[src/rtl/pgd_pkg.sv]
package pgd_pkg;
  localparam int CODE_W = 3;
  localparam int CNT_W  = 7;
  localparam int NUM_CH = 3;

  function automatic logic [CNT_W-1:0] code_to_ms(input logic [CODE_W-1:0] code);
    logic [CNT_W-1:0] ms;
    case (code)
      3'd0:    ms = 7'd0;
      3'd1:    ms = 7'd5;
      3'd2:    ms = 7'd10;
      3'd3:    ms = 7'd15;
      3'd4:    ms = 7'd20;
      3'd5:    ms = 7'd50;
      3'd6:    ms = 7'd75;
      default: ms = 7'd100;
    endcase
    return ms;
  endfunction
endpackage

[src/rtl/pgd_sync.sv]
module pgd_sync #(
  parameter int WIDTH = 6
) (
  input  logic             clk,
  input  logic             rst_n,
  input  logic [WIDTH-1:0] async_i,
  output logic [WIDTH-1:0] sync_o
);
  genvar g;
  generate
    for (g = 0; g < WIDTH; g++) begin : g_bit
      logic meta_q;
      logic stab_q;
      always_ff @(posedge clk or negedge rst_n) begin
        if (!rst_n) begin
          meta_q <= 1'b0;
          stab_q <= 1'b0;
        end else begin
          meta_q <= async_i[g];
          stab_q <= meta_q;
        end
      end
      assign sync_o[g] = stab_q;
    end
  endgenerate
endmodule

[src/rtl/pgd_cfg_reg.sv]
module pgd_cfg_reg #(
  parameter logic [7:0] RESET_VAL = 8'h21
) (
  input  logic       clk,
  input  logic       rst_n,
  input  logic       wr_i,
  input  logic [7:0] wdata_i,
  output logic [7:0] rdata_o
);
  logic [7:0] val_q, val_d;

  always_comb begin
    val_d = val_q;
    if (wr_i) val_d = wdata_i;
  end

  always_ff @(posedge clk or negedge rst_n) begin
    if (!rst_n) val_q <= RESET_VAL;
    else        val_q <= val_d;
  end

  assign rdata_o = val_q;


  wr_readback_chk: assert property (@(posedge clk) disable iff (!rst_n)
    wr_i |=> (rdata_o == $past(wdata_i)));
endmodule

[src/rtl/pgd_channel.sv]
module pgd_channel
  import pgd_pkg::*;
#(
  parameter int NUM_RAILS = 6,
  parameter int CW        = 3
) (
  input  logic                 clk,
  input  logic                 rst_n,
  input  logic                 tick_i,
  input  logic [NUM_RAILS-1:0] rails_i,
  input  logic [NUM_RAILS-1:0] mask_i,
  input  logic [CW-1:0]        code_i,
  output logic                 pg_o
);
  localparam logic [CNT_W-1:0] ONE = CNT_W'(1);

  logic             qual;
  logic [CNT_W-1:0] sel_ms;
  logic             active_q, active_d;
  logic             good_q, good_d;
  logic [CNT_W-1:0] cnt_q, cnt_d;
  logic [CNT_W-1:0] tgt_q, tgt_d;
  logic [CNT_W-1:0] cnt_inc;

  assign qual    = (|mask_i) && ((rails_i & mask_i) == mask_i);
  assign sel_ms  = code_to_ms(CODE_W'(code_i));
  assign cnt_inc = cnt_q + ONE;

  always_comb begin
    active_d = active_q;
    good_d   = good_q;
    cnt_d    = cnt_q;
    tgt_d    = tgt_q;
    if (!qual) begin
      active_d = 1'b0;
      good_d   = 1'b0;
      cnt_d    = '0;
    end else if (!active_q) begin
      active_d = 1'b1;
      cnt_d    = '0;
      tgt_d    = sel_ms;
      good_d   = (sel_ms == '0);
    end else if (!good_q && tick_i) begin
      cnt_d = cnt_inc;
      if (cnt_inc == tgt_q) good_d = 1'b1;
    end
  end

  always_ff @(posedge clk or negedge rst_n) begin
    if (!rst_n) begin
      active_q <= 1'b0;
      good_q   <= 1'b0;
      cnt_q    <= '0;
      tgt_q    <= '0;
    end else begin
      active_q <= active_d;
      good_q   <= good_d;
      cnt_q    <= cnt_d;
      tgt_q    <= tgt_d;
    end
  end

  assign pg_o = good_q & qual;


  zero_mask_chk: assert property (@(posedge clk) disable iff (!rst_n)
    (mask_i == '0) |-> !pg_o);

  rise_needs_group_chk: assert property (@(posedge clk) disable iff (!rst_n)
    $rose(good_q) |-> $past(qual));

  target_hold_chk: assert property (@(posedge clk) disable iff (!rst_n)
    (active_q && $past(active_q) && qual) |-> $stable(tgt_q));

  count_bound_chk: assert property (@(posedge clk) disable iff (!rst_n)
    active_q |-> (cnt_q <= tgt_q));
endmodule

[src/rtl/pg_delay_timer.sv]
module pg_delay_timer
  import pgd_pkg::*;
#(
  parameter int NUM_RAILS = 6
) (
  input  logic                 clk,
  input  logic                 rst_n,
  input  logic                 ms_tick,
  input  logic [NUM_RAILS-1:0] rail_ok,
  input  logic [NUM_RAILS-1:0] mask_ch0,
  input  logic [NUM_RAILS-1:0] mask_ch1,
  input  logic [NUM_RAILS-1:0] mask_ch2,
  input  logic                 cfg_wr,
  input  logic [7:0]           cfg_wdata,
  output logic [7:0]           cfg_rdata,
  output logic [NUM_CH-1:0]    pg_out
);
  logic [NUM_RAILS-1:0] rails_s;
  logic [7:0]           cfg;
  logic [NUM_RAILS-1:0] masks [NUM_CH];
  logic [CODE_W-1:0]    codes [NUM_CH];

  assign masks[0] = mask_ch0;
  assign masks[1] = mask_ch1;
  assign masks[2] = mask_ch2;
  // field positions decoded by the channels
  assign codes[0] = {1'b0, cfg[1:0]};
  assign codes[1] = cfg[7:5];
  assign codes[2] = cfg[4:2];

  pgd_sync #(.WIDTH(NUM_RAILS)) u_sync (
    .clk(clk), .rst_n(rst_n), .async_i(rail_ok), .sync_o(rails_s)
  );

  pgd_cfg_reg #(.RESET_VAL(8'h21)) u_cfg (
    .clk(clk), .rst_n(rst_n), .wr_i(cfg_wr), .wdata_i(cfg_wdata), .rdata_o(cfg)
  );

  assign cfg_rdata = cfg;

  genvar c;
  generate
    for (c = 0; c < NUM_CH; c++) begin : g_ch
      localparam int CW = (c == 0) ? 2 : 3;
      pgd_channel #(.NUM_RAILS(NUM_RAILS), .CW(CW)) u_ch (
        .clk(clk), .rst_n(rst_n), .tick_i(ms_tick), .rails_i(rails_s),
        .mask_i(masks[c]), .code_i(codes[c][CW-1:0]), .pg_o(pg_out[c])
      );
    end
  endgenerate
endmodule

[config.mk]
export PLATFORM = sky130hd
export DESIGN_NAME = pg_delay_timer
export DESIGN_NICKNAME = d
export VERILOG_FILES = /design/src/rtl/pgd_pkg.sv /design/src/rtl/pgd_sync.sv /design/src/rtl/pgd_cfg_reg.sv /design/src/rtl/pgd_channel.sv /design/src/rtl/pg_delay_timer.sv
export SDC_FILE = /design/constraint.sdc
export NUM_CORES = 1
export LEC_CHECK = 0
export CAP_MARGIN = 30
export CORE_ASPECT_RATIO = 0.7
export CORE_MARGIN = 2
export CORE_UTILIZATION = 54
export CTS_CLUSTER_SIZE = 28
export DETAILED_ROUTE_END_ITERATION = 7
export GPL_TIMING_DRIVEN = 0
export HOLD_SLACK_MARGIN = 0.08
export PLACE_DENSITY = 0.89
export SLEW_MARGIN = 20
export SYNTH_ARGS = -nofsm -noshare
export SYNTH_HDL_FRONTEND = slang
export SYNTH_SLANG_ARGS = --single-unit
[constraint.sdc]
create_clock -name clk -period 2.75 [get_ports clk]
set_input_delay 0.275 -clock clk [delete_from_list [all_inputs] [get_ports clk]]
set_output_delay 0.275 -clock clk [all_outputs]
set_load 0.05 [all_outputs]
* Word level (Yosys, flattened, before mapping)
Index checks and enable logic that the tools add are counted.
** Cells by class
- Add/sub/neg operators :: 3
- Equality and inequality tests :: 27
- Mux-type cells :: 27
- Bitwise logic cells :: 9
- Reduce and logical (&&, ||, !) cells :: 24
** Operators by type and width (number)
- case mux 7 bit (7 select lines) :: 2
- 2-to-1 mux 7 bit :: 9
- case mux 7 bit (4 select lines) :: 1
- adder 7 x 1 -> 7 bit, second input constant :: 3
- == test 7 bit :: 3
- logical NOT 7 bit :: 3
- bitwise AND 6 bit :: 3
- == test 3 bit, second input constant :: 6
- == test 6 bit :: 3
- != test 3 bit, second input constant :: 6
- OR reduction 6 bit :: 3
- 2-to-1 mux 1 bit :: 15
- == test 3 x 2 -> 1 bit, second input constant :: 4
- AND reduction 2 bit :: 6
- == test 3 x 1 -> 1 bit, second input constant :: 2
- logical AND 1 bit :: 6
- logical NOT 3 bit :: 2
- == test 2 bit, second input constant :: 2
- bitwise AND 1 bit :: 3
- logical NOT 1 bit :: 3
- NOT 1 bit :: 3
- == test 2 x 1 -> 1 bit, second input constant :: 1
- logical NOT 2 bit :: 1
** Storage, ports and cells
- Bits in registers :: 68
- Word-level logic and storage cells :: 115

* Depth between registers and ports, before layout
Gate-level depths: netlist of the first run.
- Word-level depth :: 6
- Mapped depth :: 6
- Mapped depth without buffers :: 6

* Modules after synthesis
From an unflattened synthesis of the first run, not the netlist that was laid out.
** Second synthesis, totals
- Cells, all modules :: 305
- Area, all modules :: 3318.2 µm²
** Modules (own cells, without submodules)
- pgd_channel at g_ch[1].u_ch ... :: instances 2, cells each 99, area each 975.9 µm², seq. area each 400.4 µm²
- pgd_channel at g_ch[0].u_ch :: instances 1, cells each 72, area each 686.9 µm², seq. area each 275.3 µm²
- pgd_sync :: instances 1, cells each 18, area each 345.3 µm², seq. area each 300.3 µm²
- pgd_cfg_reg :: instances 1, cells each 17, area each 334.1 µm², seq. area each 202.7 µm²

* Worst setup path before layout of the first run
No wires, ideal clock.
- Kind :: register -> register
- From :: reg g_ch[1].u_ch.cnt_q[2]
- To :: reg g_ch[1].u_ch.good_q
- Library setup time :: 82 ps
- Arrival time :: 1828 ps
- Data required time :: 2668 ps
- Setup slack :: 840 ps
- Stages on the path, launching flop included :: 7
- Buffers on the path :: 1
- Clock period less this slack :: 1910 ps
- Cells stage by stage :: dfrtp_1 > buf_4 > nand3_2 > or3_1 > a221o_1 > or4_1 > a31oi_1
** Between the ends
- Cells in the longest elaborated chain, start to end :: 4
** Ends and longest elaborated chain
- from (decl) :: line pgd_channel.sv:21 : logic [CNT_W-1:0] cnt_q, cnt_d;
- from (signal assigned) :: line pgd_channel.sv:58 : cnt_q <= cnt_d;
- adder 7 x 1 -> 7 bit :: line pgd_channel.sv:27 : assign cnt_inc = cnt_q + ONE;
- == test 7 bit :: line pgd_channel.sv:45 : if (cnt_inc == tgt_q) good_d = 1'b1;
- != test 3 bit (no source line)
- AND reduction 2 bit (no source line)
- to (signal assigned) :: line pgd_channel.sv:57 : good_q <= good_d;
- to (decl) :: line pgd_channel.sv:20 : logic good_q, good_d;
No other way between the ends.
A chain may end at the register's enable or synchronous reset.

* Worst setup path after layout of the first run
- From :: in mask_ch2[0]
- To :: out pg_out[2]
** Between the ends
- Cells in the longest elaborated chain, start to end :: 4
- Elaborated cells on any way between the ends :: 5
- Those cells by class :: eq/ne (1); bitwise (2); reduce/logical (2)
** Ends and longest elaborated chain
- from (decl) :: line pg_delay_timer.sv:12 : input logic [NUM_RAILS-1:0] mask_ch2,
- bitwise AND 6 bit :: line pgd_channel.sv:25 : assign qual = (|mask_i) && ((rails_i & mask_i) == mask_i);
- == test 6 bit :: line pgd_channel.sv:25
- logical AND 1 bit * :: line pgd_channel.sv:25
- bitwise AND 1 bit * :: line pgd_channel.sv:63 : assign pg_o = good_q & qual;
- to (decl) :: line pg_delay_timer.sv:16 : output logic [NUM_CH-1:0] pg_out
Mark *: on every way between the ends. The rest lies on a longest branch, timed or not.

==> results of run 1 <==
final cells by class:
cell class              count  area share (%)
repair buffers             46            11.6
clock inverters             4            1.13
well taps                  75            2.36
multi-input cells         214            37.2
plain buffers               9            1.29
inverters                  29            2.74
clock buffers              12            3.90
flip-flops and latches     63            39.7
critical path, cell delays in order:
cell and delay (ns):
clkdlybuf4s50_1 0.44, or4_1 0.53, nor3_1 0.26, nor4_2 0.13, and2_1 0.17, buf_4 0.12, dlygate4sd2_1 0.41
cells by family after synthesis:
group	count (synthesis)	share of synthesized area (%)
DFF	63	49.4
AOI/OAI and AO/OA	30	5.91
and+or+nand+nor	107	16.5
muxes	29	9.74
adders and majority gates	3	1.17
buffers and inverters	38	5.01
xor gates and xnor gates	45	12.3
layout by cell type (no fill, tap or decap), types with 9 or more instances in the layout:
cell             instances
clkbuf_8                11
clkdlybuf4s50_1         40
dfrtp_1                 61
inv_1                   29
mux2_2                  17
mux2i_1                 12
nand2_1                 19
nand3_1                 11
nor2_1                  32
nor3_1                   9
o22ai_1                 11
xnor2_1                 31
xor2_1                  14
power groups by stage:
stage	clock network, W	logic, W	registers, W
floorplan	0	0.000280	0.00117
global placement	0	0.000446	0.00115
detailed placement	0	0.000469	0.00116
CTS	0.000823	0.000477	0.00114
global route	0.000869	0.000520	0.00115
finish	0.000804	0.000477	0.00114
registers in the layout, summed over array words and instances (netlist names):
register,flops
g_ch.u_ch.good_q,3
u_cfg.rdata_o,8
u_sync.g_bit.meta_q,6
u_sync.g_bit.stab_q,6
g_ch.u_ch.tgt_q,16
g_ch.u_ch.cnt_q,21
g_ch.u_ch.active_q,3
layer usage:
layer | wire [um] | share of wire [%]
met1 | 3110 | 44
met2 | 3370 | 48
met3 | 413 | 5.9
met4 | 102 | 1.5
met5 | 0 | 0
worst paths after layout:
check                                  startpoint                     end  slack (ns)  depth (start not counted)
max in group asynchronous                   rst_n   g_ch[1].u_ch.tgt_q[2]        1.84                          3
max reg2reg                 g_ch[1].u_ch.cnt_q[0]     g_ch[1].u_ch.good_q        0.63                          6
min reg2reg                u_sync.g_bit[3].meta_q  u_sync.g_bit[3].stab_q        0.35                          0
max                                   mask_ch2[0]               pg_out[2]        0.13                          7
min in group asynchronous                   rst_n  u_sync.g_bit[2].meta_q        0.41                          2
min                        u_sync.g_bit[3].meta_q  u_sync.g_bit[3].stab_q        0.35                          0
repair_timing:
| item | in CTS | in global routing |
|---|---|---|
| hold buffers | 1 | 0 |
| endpoints found under the setup margin | 3 | 0 |
| hold endpoints to repair | 29 | 0 |
| gates resized for setup | 6 | 0 |
per-stage QoR:
step | total power (W) | hold WS (ns)
after floorplan | 0.00145 | -0.0206
after global placement | 0.00160 | 0.332
after detailed placement | 0.00162 | 0.238
after CTS | 0.00244 | 0.350
after global routing | 0.00254 | 0.354
final | 0.00242 | 0.346
==> reports/qor.csv, run 1 <==
metric;value;unit
fillers;412;
Final HPWL DP;5170;um
Via Count;2460;
ys async rst share;100;%
Mean Syn Cell Area;10.2;sq um
final core occ;69.4;%
ANT cells;0;
leakage;1.72;nW
Worst Hold Class;flip-flop to flip-flop;
grt peak-use layer;met2;
clk_lat worst skew;0.34;ns
relative slew slack;63.5;%
DR pass1 iterations;4;
Starting DRT DRC Count;97;
fraction of layout cells with a size suffix above 1;13.3;%
Syn Inst Count;315;
FP Rows;23;
outcome;complete, no violations;
die footprint;0.00657;sq mm
starting density of the core;55.9;%
clock slew at reported path FFs;0.07;ns
Placement Cell Area;0.00375;sq mm
critical path fanouts, max;5;
CTS sink count;63;
RSZ-0062 raised after global routing;no;
DRC;0;
area added between synthesis and finish;24.2;%
CTS tree;done;
largest net degree at the start of global routing;33;
placed insts;435;
die height;68.4;um
internal power;0.00175;W
fin crit period;2.62;ns
H-tree Lvls;3;
max cap viols;0;
final design area excluding fillers;0.00398;sq mm
area fraction of the dominant cell type after synthesis;47.7;%
Netlist cell types;35;
syn nets;354;
remaining global-route overflow;0;
Critical Path Source Type;primary input;
sw power;0.000670;W
maximum VDD drop;0.377;mV
core area;0.00573;sq mm
cell area after synthesis;0.00320;sq mm
footprint of the multi-input gates;0.00148;sq mm
YS warnings;0;
Switching Share;27.7;%
worst slew pin tran;0.548;ns
Critical Path AT;2.34;ns
root buf cell;clkbuf_8;
Worst EP required;2.48;ns
clk_skew;0.00686;ns
part of the cycle the worst path needs;95.2;%
Synth Flop Type;dfrtp_1;
first-pass GRT wire length;11800;um
vias in the first global route;2516;
Power Density;609;mW/mm^2
die width;96;um
# Post-CTS Setup Buffers;0;
IO Port Bufs;44;
GR Util met2;39.9;%
combinational share of power;19.7;%
Top Ports;47;
Final Hold Vio Count;0;
DR vias/cell;5.44;
post-route non-filler standard cell count;452;
setup slack after layout;0.133;ns
met3 Usage GRT;6.72;%
Seq cells post-synth;63;
antenna-violating nets left;0;
Routed WL;7000;um
sequential share of power;47.1;%
most frequent cell after synthesis;dfrtp_1;
wire per inst;15.5;um
Setup violations, final;0;
Slew Limit Fails;0;
Post-Place Worst Slack;-0.212;ns
Post-synth top cells;dfrtp_1 (61), nor2_1 (32), xnor2_1 (31), inv_1 (29), nand2_1 (19);
clock share of power;33.2;%
setup TNS after final layout;0;ns
CTS Buf Count;9;
EDFF count, synth;0;
Crit Path Category;primary input to output port;
share of the yosys chip area belonging to registers;49.4;%
Setup crit end kind;output port;
GPL Wtd Cong;0.916;
Area contributors post-synth;dfrtp_1 (48%), xnor2_1 (8.5%), mux2_2 (6.0%), xor2_1 (3.8%), mux2i_1 (3.8%);
dominant cell type by area after synthesis;dfrtp_1;
initial antenna violation count;0;
FMAX;0.382;GHz
clock tree buffer depth;2;
fin nets;411;
GRT Total Usage;24.3;%
grt met1 use;31.2;%
register area;0.00158;sq mm
Note: power is estimated with default switching activity, not from simulation.
==> run 2, diff against run 1 <==
--- a/config.mk
+++ b/config.mk
@@ -8,13 +8,14 @@
 export CAP_MARGIN = 30
 export CORE_ASPECT_RATIO = 0.7
 export CORE_MARGIN = 2
-export CORE_UTILIZATION = 54
+export CORE_UTILIZATION = 55
 export CTS_CLUSTER_SIZE = 28
 export DETAILED_ROUTE_END_ITERATION = 7
 export GPL_TIMING_DRIVEN = 0
 export HOLD_SLACK_MARGIN = 0.08
-export PLACE_DENSITY = 0.89
+export PLACE_DENSITY = 0.9
 export SLEW_MARGIN = 20
 export SYNTH_ARGS = -nofsm -noshare
 export SYNTH_HDL_FRONTEND = slang
+export SYNTH_HIERARCHICAL = 1
 export SYNTH_SLANG_ARGS = --single-unit
==> reports/qor.csv, run 2 <==
metric;value;unit;change
CP max stage delay;0.57;ns;was 0.53 ns
clock share of power;35.4;%;was 33.2%
Critical Path AT;2.05;ns;was 2.34 ns
Area contributors post-synth;dfrtp_1 (46%), xnor2_1 (8.4%), mux2_4 (7.2%), xor2_1 (3.4%), nor2_1 (3.1%);;was dfrtp_1 (48%), xnor2_1 (8.5%), mux2_2 (6.0%), xor2_1 (3.8%), mux2i_1 (3.8%)
dominant cell type by area after synthesis;dfrtp_1;;unchanged
Slew Limit Fails;0;;unchanged
sw power;0.000675;W;was 0.000670 W
fraction of layout cells with a size suffix above 1;16.3;%;was 13.3%
die height;69.0;um;was 68.4 um
ANT cells;0;;unchanged
first-pass GRT wire length;12000;um;was 11,800 um
DR pass1 iterations;4;;unchanged
CP Buf/Inv Count;2;;was 3
met3 Usage GRT;7.56;%;was 6.72%
die width;96.8;um;was 96 um
commonest non-fill, non-tap cell in the layout;dfrtp_1;;unchanged
maximum VDD drop;0.373;mV;was 0.377 mV
Power Density;617;mW/mm^2;was 609 mW/mm^2
wire per inst;15.7;um;was 15.5 um
CP Cell Sequence;clkdlybuf4s50_1 > or4_4 > nor3_4 > nor4_4 > and2_2 > dlymetal6s2s_1;;was clkdlybuf4s50_1 > or4_1 > nor3_1 > nor4_2 > and2_1 > buf_4 > dlygate4sd2_1
fillers;410;;was 412
part of the cycle the worst path needs;84.4;%;was 95.2%
GPL Wtd Cong;0.860;;was 0.916
Worst EP required;2.48;ns;about the same
antenna-violating nets left;0;;unchanged
sequential share of power;44.9;%;was 47.1%
max reg flops;21;;unchanged
worst hold path cell count;2;;was 0
Post-synth top cells;dfrtp_1 (61), xnor2_1 (32), nor2_1 (27), inv_1 (21), nand2_1 (21);;was dfrtp_1 (61), nor2_1 (32), xnor2_1 (31), inv_1 (29), nand2_1 (19)
cell area after synthesis;0.00332;sq mm;was 0.00320 sq mm
area added between synthesis and finish;24.4;%;was 24.2%
DR vias/cell;5.28;;was 5.44
Via Count;2339;;was 2,460
vias in the first global route;2472;;was 2,516
clock tree buffer depth;2;;unchanged
core area;0.00578;sq mm;was 0.00573 sq mm
Final Hold Vio Count;0;;unchanged
ys async rst share;100;%;unchanged
most frequent cells in the layout;dfrtp_1 (61), clkdlybuf4s50_1 (41), xnor2_1 (32), nor2_1 (27);;was dfrtp_1 (61), clkdlybuf4s50_1 (40), nor2_1 (32), xnor2_1 (31), inv_1 (29)
clock slew at reported path FFs;0.06;ns;was 0.07 ns
Top Ports;47;;unchanged
max cap viols;0;;unchanged
internal power;0.00187;W;was 0.00175 W
share of the yosys chip area belonging to registers;47.6;%;was 49.4%
FP Rows;23;;unchanged
clk_lat worst skew;0.34;ns;about the same
initial antenna violation count;0;;unchanged
Netlist cell types;39;;was 35
Routed WL;6950;um;was 7000 um
CTS tree;done;;unchanged
Synth Flop Type;dfrtp_1;;unchanged
register bank with the most flops;g_ch.u_ch/cnt_q;;was g_ch.u_ch.cnt_q
GRT Total Usage;23.5;%;was 24.3%
area fraction of the dominant cell type after synthesis;46.0;%;was 47.7%
Final Power;0.00255;W;was 0.00242 W
YS warnings;6;;was 0
# Post-CTS Setup Buffers;0;;unchanged
Final HPWL DP;4940;um;was 5170 um
leakage;1.82;nW;was 1.72 nW
fin crit period;2.32;ns;was 2.62 ns
CTS Buf Count;9;;unchanged
DRC;0;;unchanged
critical path fanouts, max;5;;unchanged
largest net degree at the start of global routing;50;;was 33
CTS sink count;63;;unchanged
FMAX;0.431;GHz;was 0.382 GHz
setup slack after layout;0.429;ns;was 0.133 ns
grt met1 use;27.8;%;was 31.2%
fin nets;402;;was 411
relative slew slack;66.1;%;was 63.5%
remaining global-route overflow;0;;unchanged
combinational share of power;19.7;%;about the same
worst slew pin tran;0.508;ns;was 0.548 ns
Worst Hold Class;primary input to flip-flop;;was flip-flop to flip-flop
syn nets;344;;was 354
RSZ-0062 raised after global routing;no;;unchanged
H-tree Lvls;3;;unchanged
Reg2Reg Depth;7;;was 6
instance count on the critical path;6;;was 7
Slowest-stage cell, CP;or4_4;;was or4_1
IO Port Bufs;45;;was 44
cell family with most CP delay;simple AND/OR/NAND/NOR gates;;unchanged
EDFF count, synth;0;;unchanged
starting density of the core;57.4;%;was 55.9%
grt peak-use layer;met2;;unchanged
die footprint;0.00668;sq mm;was 0.00657 sq mm
Setup crit end kind;output port;;unchanged
Starting DRT DRC Count;117;;was 97
Crit Path Category;primary input to output port;;unchanged
Critical Path Source Type;primary input;;unchanged
clk_skew;0.00438;ns;was 0.00686 ns
GR Util met2;41.8;%;was 39.9%
outcome;complete, no violations;;unchanged
Syn Inst Count;305;;was 315
Seq cells post-synth;63;;unchanged
Post-Place Worst Slack;0.0435;ns;was -0.212 ns
setup TNS after final layout;0;ns;unchanged
most frequent cell after synthesis;dfrtp_1;;unchanged
root buf cell;clkbuf_8;;unchanged
Switching Share;26.5;%;was 27.7%
Setup violations, final;0;;unchanged
Mean Syn Cell Area;10.9;sq um;was 10.2 sq um
-- run 2: cell count changes after synthesis, sizes merged, moves of 2 or more --
cell / previous run / this run
or4: 5 / 3
and2: 7 / 5
buf: 6 / 9
o311ai: 0 / 2
and3: 0 / 4
clkbuf: 3 / 1
nor2: 32 / 27
o22ai: 11 / 5
inv: 29 / 21
nor3b: 0 / 2
nor3: 9 / 12
or2b: 0 / 2
mux2i: 12 / 10
-- run 2: worst reg2reg max path: cells and delay by family (launching register included) --
kind	cells	cell delay (ns)
multiplexers	1	0.31
buffers and inverters	2	0.28
AND/OR/NAND/NOR	3	0.62
flip-flops	1	0.33
AO/OA/AOI/OAI	1	0.13
-- run 2: final timing paths --
path / end / from / slack [ns]
worst max-delay path: pg_out[0] / mask_ch0[0] / 0.43
worst min-delay path: u_cfg/rdata_o[5] / cfg_wr / 0.28
worst max register to register: g_ch[2].u_ch/tgt_q[0] / u_sync/g_bit[0].stab_q / 0.97
worst min register to register: u_sync/g_bit[1].stab_q / u_sync/g_bit[1].meta_q / 0.35
max in group asynchronous: u_cfg/rdata_o[0] / rst_n / 1.87
min in group asynchronous: g_ch[2].u_ch/tgt_q[0] / rst_n / 0.33
-- run 2: metrics by stage --
| step | hold WS [ns] | area (sq um) | std cells | util [%] |
|---|---|---|---|---|
| 3_3_place_gp | 0.332 | 3860 | 425 | 66.8 |
| 3_5_place_dp | 0.148 | 3890 | 426 | 67.2 |
| 6_report | 0.278 | 4130 | 443 | 71.4 |
| 2_1_floorplan | -0.0206 | 3320 | 305 | - |
| 5_1_grt | 0.256 | 4130 | 443 | 71.4 |
| 4_1_cts | 0.263 | 4120 | 443 | 71.3 |
-- run 2: area by class of cell --
class | count | area (sq um) | share of cell area [%]
Sequential cell | 63 | 1580 | 38.2
Multi-Input combinational cell | 211 | 1580 | 38.2
Timing Repair Buffer | 47 | 493 | 11.9
Clock buffer | 13 | 159 | 3.85
Tap cell | 75 | 93.8 | 2.27
Buffer | 10 | 82.6 | 2.00
Inverter | 21 | 78.8 | 1.91
Clock inverter | 3 | 65.1 | 1.58
-- run 2: routing by layer --
| layer | wire (um) | vias up | part of all wire (%) |
|---|---|---|---|
| met1 | 3060 | 1121 | 44 |
| li1 | - | 1131 | - |
| met5 | 0 | - | 0 |
| met2 | 3340 | 76 | 48 |
| met4 | 106 | 0 | 1.5 |
| met3 | 438 | 11 | 6.3 |
-- run 2: cells by family (layout without fill, tap and decap cells) --
kind of cell | count (synthesis) | after routing | synth area share, %
AOI/OAI and AO/OA | 22 | 22 | 4.19
and+or+nand+nor | 113 | 113 | 19.4
xor gates and xnor gates | 45 | 45 | 11.9
muxes | 28 | 28 | 10.9
DFF | 63 | 63 | 47.6
buffers and inverters | 31 | 94 | 4.86
adders and majority gates | 3 | 3 | 1.13
-- run 2: repair_timing --
| item | in CTS | in global routing |
|---|---|---|
| hold buffers | 1 | 0 |
| gates resized for setup | 0 | 3 |
| hold endpoints to repair | 61 | 0 |
| endpoints found under the setup margin | 0 | 3 |
-- run 2: power by group through the flow --
stage | clock network, W | logic (W) | registers, W
5_1_grt | 0.000970 | 0.000544 | 0.00116
4_1_cts | 0.000923 | 0.000504 | 0.00114
6_report | 0.000902 | 0.000501 | 0.00114
3_3_place_gp | 0 | 0.000471 | 0.00115
3_5_place_dp | 0 | 0.000495 | 0.00116
2_1_floorplan | 0 | 0.000308 | 0.00116
==> run 3, diff against run 2 <==
==> constraint.sdc (replaced) <==
create_clock -name clk -period 2.2 [get_ports clk]
set_input_delay 0.22 -clock clk [delete_from_list [all_inputs] [get_ports clk]]
set_output_delay 0.22 -clock clk [all_outputs]
set_load 0.05 [all_outputs]
==> reports/qor.csv, run 3 (synthesis results as in run 2) <==
metric;value;unit;change
outcome;complete, no violations;;unchanged
# Post-CTS Setup Buffers;0;;unchanged
FMAX;0.472;GHz;
GPL Wtd Cong;0.860;;unchanged
placed insts;426;;unchanged
first-pass GRT wire length;12000;um;about the same
CTS sink count;63;;unchanged
Slowest-stage cell, CP;or4_4;;unchanged
DR pass1 iterations;4;;unchanged
Crit Path Category;primary input to output port;;unchanged
vias in the first global route;2471;;was 2,472
Critical Path Source Type;primary input;;unchanged
post-route non-filler standard cell count;443;;unchanged
Final Power;0.00318;W;was 0.00255 W
fin nets;402;;unchanged
fillers;413;;was 410
Final HPWL DP;4940;um;unchanged
starting density of the core;57.4;%;unchanged
most frequent cells in the layout;dfrtp_1 (61), clkdlybuf4s50_1 (41), xnor2_1 (32), nor2_1 (27);;unchanged
commonest non-fill, non-tap cell in the layout;dfrtp_1;;unchanged
GRT Total Usage;23.5;%;about the same
core area;0.00578;sq mm;unchanged
CP Buf/Inv Count;2;;unchanged
H-tree Lvls;3;;unchanged
die footprint;0.00668;sq mm;unchanged
relative slew slack;66.3;%;was 66.1%
clock slew at reported path FFs;0.06;ns;about the same
FP Rows;23;;unchanged
Metal-1 WL;3090;um;was 3060 um
die height;69.0;um;unchanged
wire per inst;15.7;um;about the same
fin crit period;2.12;ns;
part of the cycle the worst path needs;96.3;%;
max reg flops;21;;unchanged
root buf cell;clkbuf_8;;unchanged
met3 wire length;419;um;was 438 um
Max Used Layer;met4;;unchanged
final core occ;71.0;%;was 71.4%
Power Density;775;mW/mm^2;was 617 mW/mm^2
clock tree buffer depth;2;;unchanged
Setup crit end kind;output port;;unchanged
die width;96.8;um;unchanged
largest net degree at the start of global routing;50;;unchanged
ANT cells;0;;unchanged
leakage;1.77;nW;was 1.82 nW
clk_lat worst skew;0.34;ns;about the same
clk_skew;0.00494;ns;was 0.00438 ns
Via Count;2332;;was 2,339
Routed WL;6940;um;was 6950 um
CP max stage delay;0.57;ns;about the same
CTS tree;done;;unchanged
Top Ports;47;;unchanged
cell family with most CP delay;simple AND/OR/NAND/NOR gates;;unchanged
IO Port Bufs;45;;unchanged
worst slew pin tran;0.504;ns;was 0.508 ns
antenna-violating nets left;0;;unchanged
remaining global-route overflow;0;;unchanged
area added between synthesis and finish;23.8;%;was 24.4%
critical path fanouts, max;5;;unchanged
Final Hold Vio Count;0;;unchanged
maximum VDD drop;0.466;mV;was 0.373 mV
DRC;0;;unchanged
Starting DRT DRC Count;142;;was 117
fraction of layout cells with a size suffix above 1;17.1;%;was 16.3%
RSZ-0062 raised after global routing;no;;unchanged
DR vias/cell;5.26;;was 5.28
initial antenna violation count;0;;unchanged
CTS Buf Count;9;;unchanged
Slew Limit Fails;0;;unchanged
Critical Path AT;1.90;ns;was 2.05 ns
Worst EP required;1.98;ns;was 2.48 ns
max cap viols;0;;unchanged
Worst Hold Class;primary input to flip-flop;;unchanged
Setup violations, final;0;;unchanged
R2R Setup Slk;0.42;ns;was 0.97 ns
met2 WL;3340;um;about the same
CP Cell Sequence;clkdlybuf4s50_1 > or4_4 > nor3_4 > nor4_4 > and2_2 > buf_2;;was clkdlybuf4s50_1 > or4_4 > nor3_4 > nor4_4 > and2_2 > dlymetal6s2s_1
register bank with the most flops;g_ch.u_ch/cnt_q;;unchanged
-- run 3: layout make-up --
class                           count  area, sq um  area share (%)
Sequential cell                    63         1580            38.5
Multi-Input combinational cell    211         1580            38.4
Clock inverter                      3         65.1            1.58
Clock buffer                       13          159            3.87
Inverter                           21         78.8            1.92
Buffer                             10         82.6            2.01
Timing Repair Buffer               47          470            11.5
Tap cell                           75         93.8            2.29
-- run 3: worst paths after layout --
| check | from | cells past startpoint | to |
|---|---|---|---|
| worst max-delay path | mask_ch0[0] | 6 | pg_out[0] |
| worst min-delay path | cfg_wr | 2 | u_cfg/rdata_o[5] |
| worst max register to register | u_sync/g_bit[0].stab_q | 7 | g_ch[2].u_ch/tgt_q[0] |
| worst min register to register | u_sync/g_bit[1].meta_q | 0 | u_sync/g_bit[1].stab_q |
| max in group asynchronous | rst_n | 3 | u_cfg/rdata_o[0] |
| min in group asynchronous | rst_n | 2 | g_ch[2].u_ch/tgt_q[0] |
-- run 3: per-layer routing --
metal,global-route usage [%],vias to the layer above
met3,7.56,9
met1,27.7,1121
met2,41.8,73
met5,0,-
li1,-,1129
met4,8.10,0
-- run 3: per-stage QoR --
step / setup TNS [ns] / area (sq um) / hold slack, ns / setup WS (ns)
after floorplan: 0 / 3320 / -0.0756 / 0.597
after global placement: -61.48 / 3860 / 0.332 / -0.985
after detailed placement: -1.11 / 3890 / 0.0930 / -0.397
after CTS: -0.0329 / 4120 / 0.208 / -0.0329
after global routing: 0 / 4110 / 0.201 / 0.0322
final: 0 / 4110 / 0.225 / 0.0816
-- run 3: repair_timing --
| item | CTS | global route |
|---|---|---|
| endpoints found under the setup margin | 3 | 2 |
| hold endpoints to repair | 62 | 0 |
| resized for setup | 11 | 4 |
| hold buffers | 1 | 0 |
-- run 3: worst register-to-register path: stages (launching register included) --
cell and delay [ns]:
dfrtp_1 0.33, buf_4 0.12, or2b_1 0.10, o2111ai_1 0.13
nor3_2 0.28, nor2b_4 0.23, buf_6 0.16, mux2_4 0.31
-- run 3: report_power, final --
part	switching, W	total [W]	internal, W
Clock	0.000428	0.00113	0.000699
Sequential	0.000133	0.00143	0.00130
Combinational	0.000282	0.000626	0.000343
Total	0.000843	0.00318	0.00234
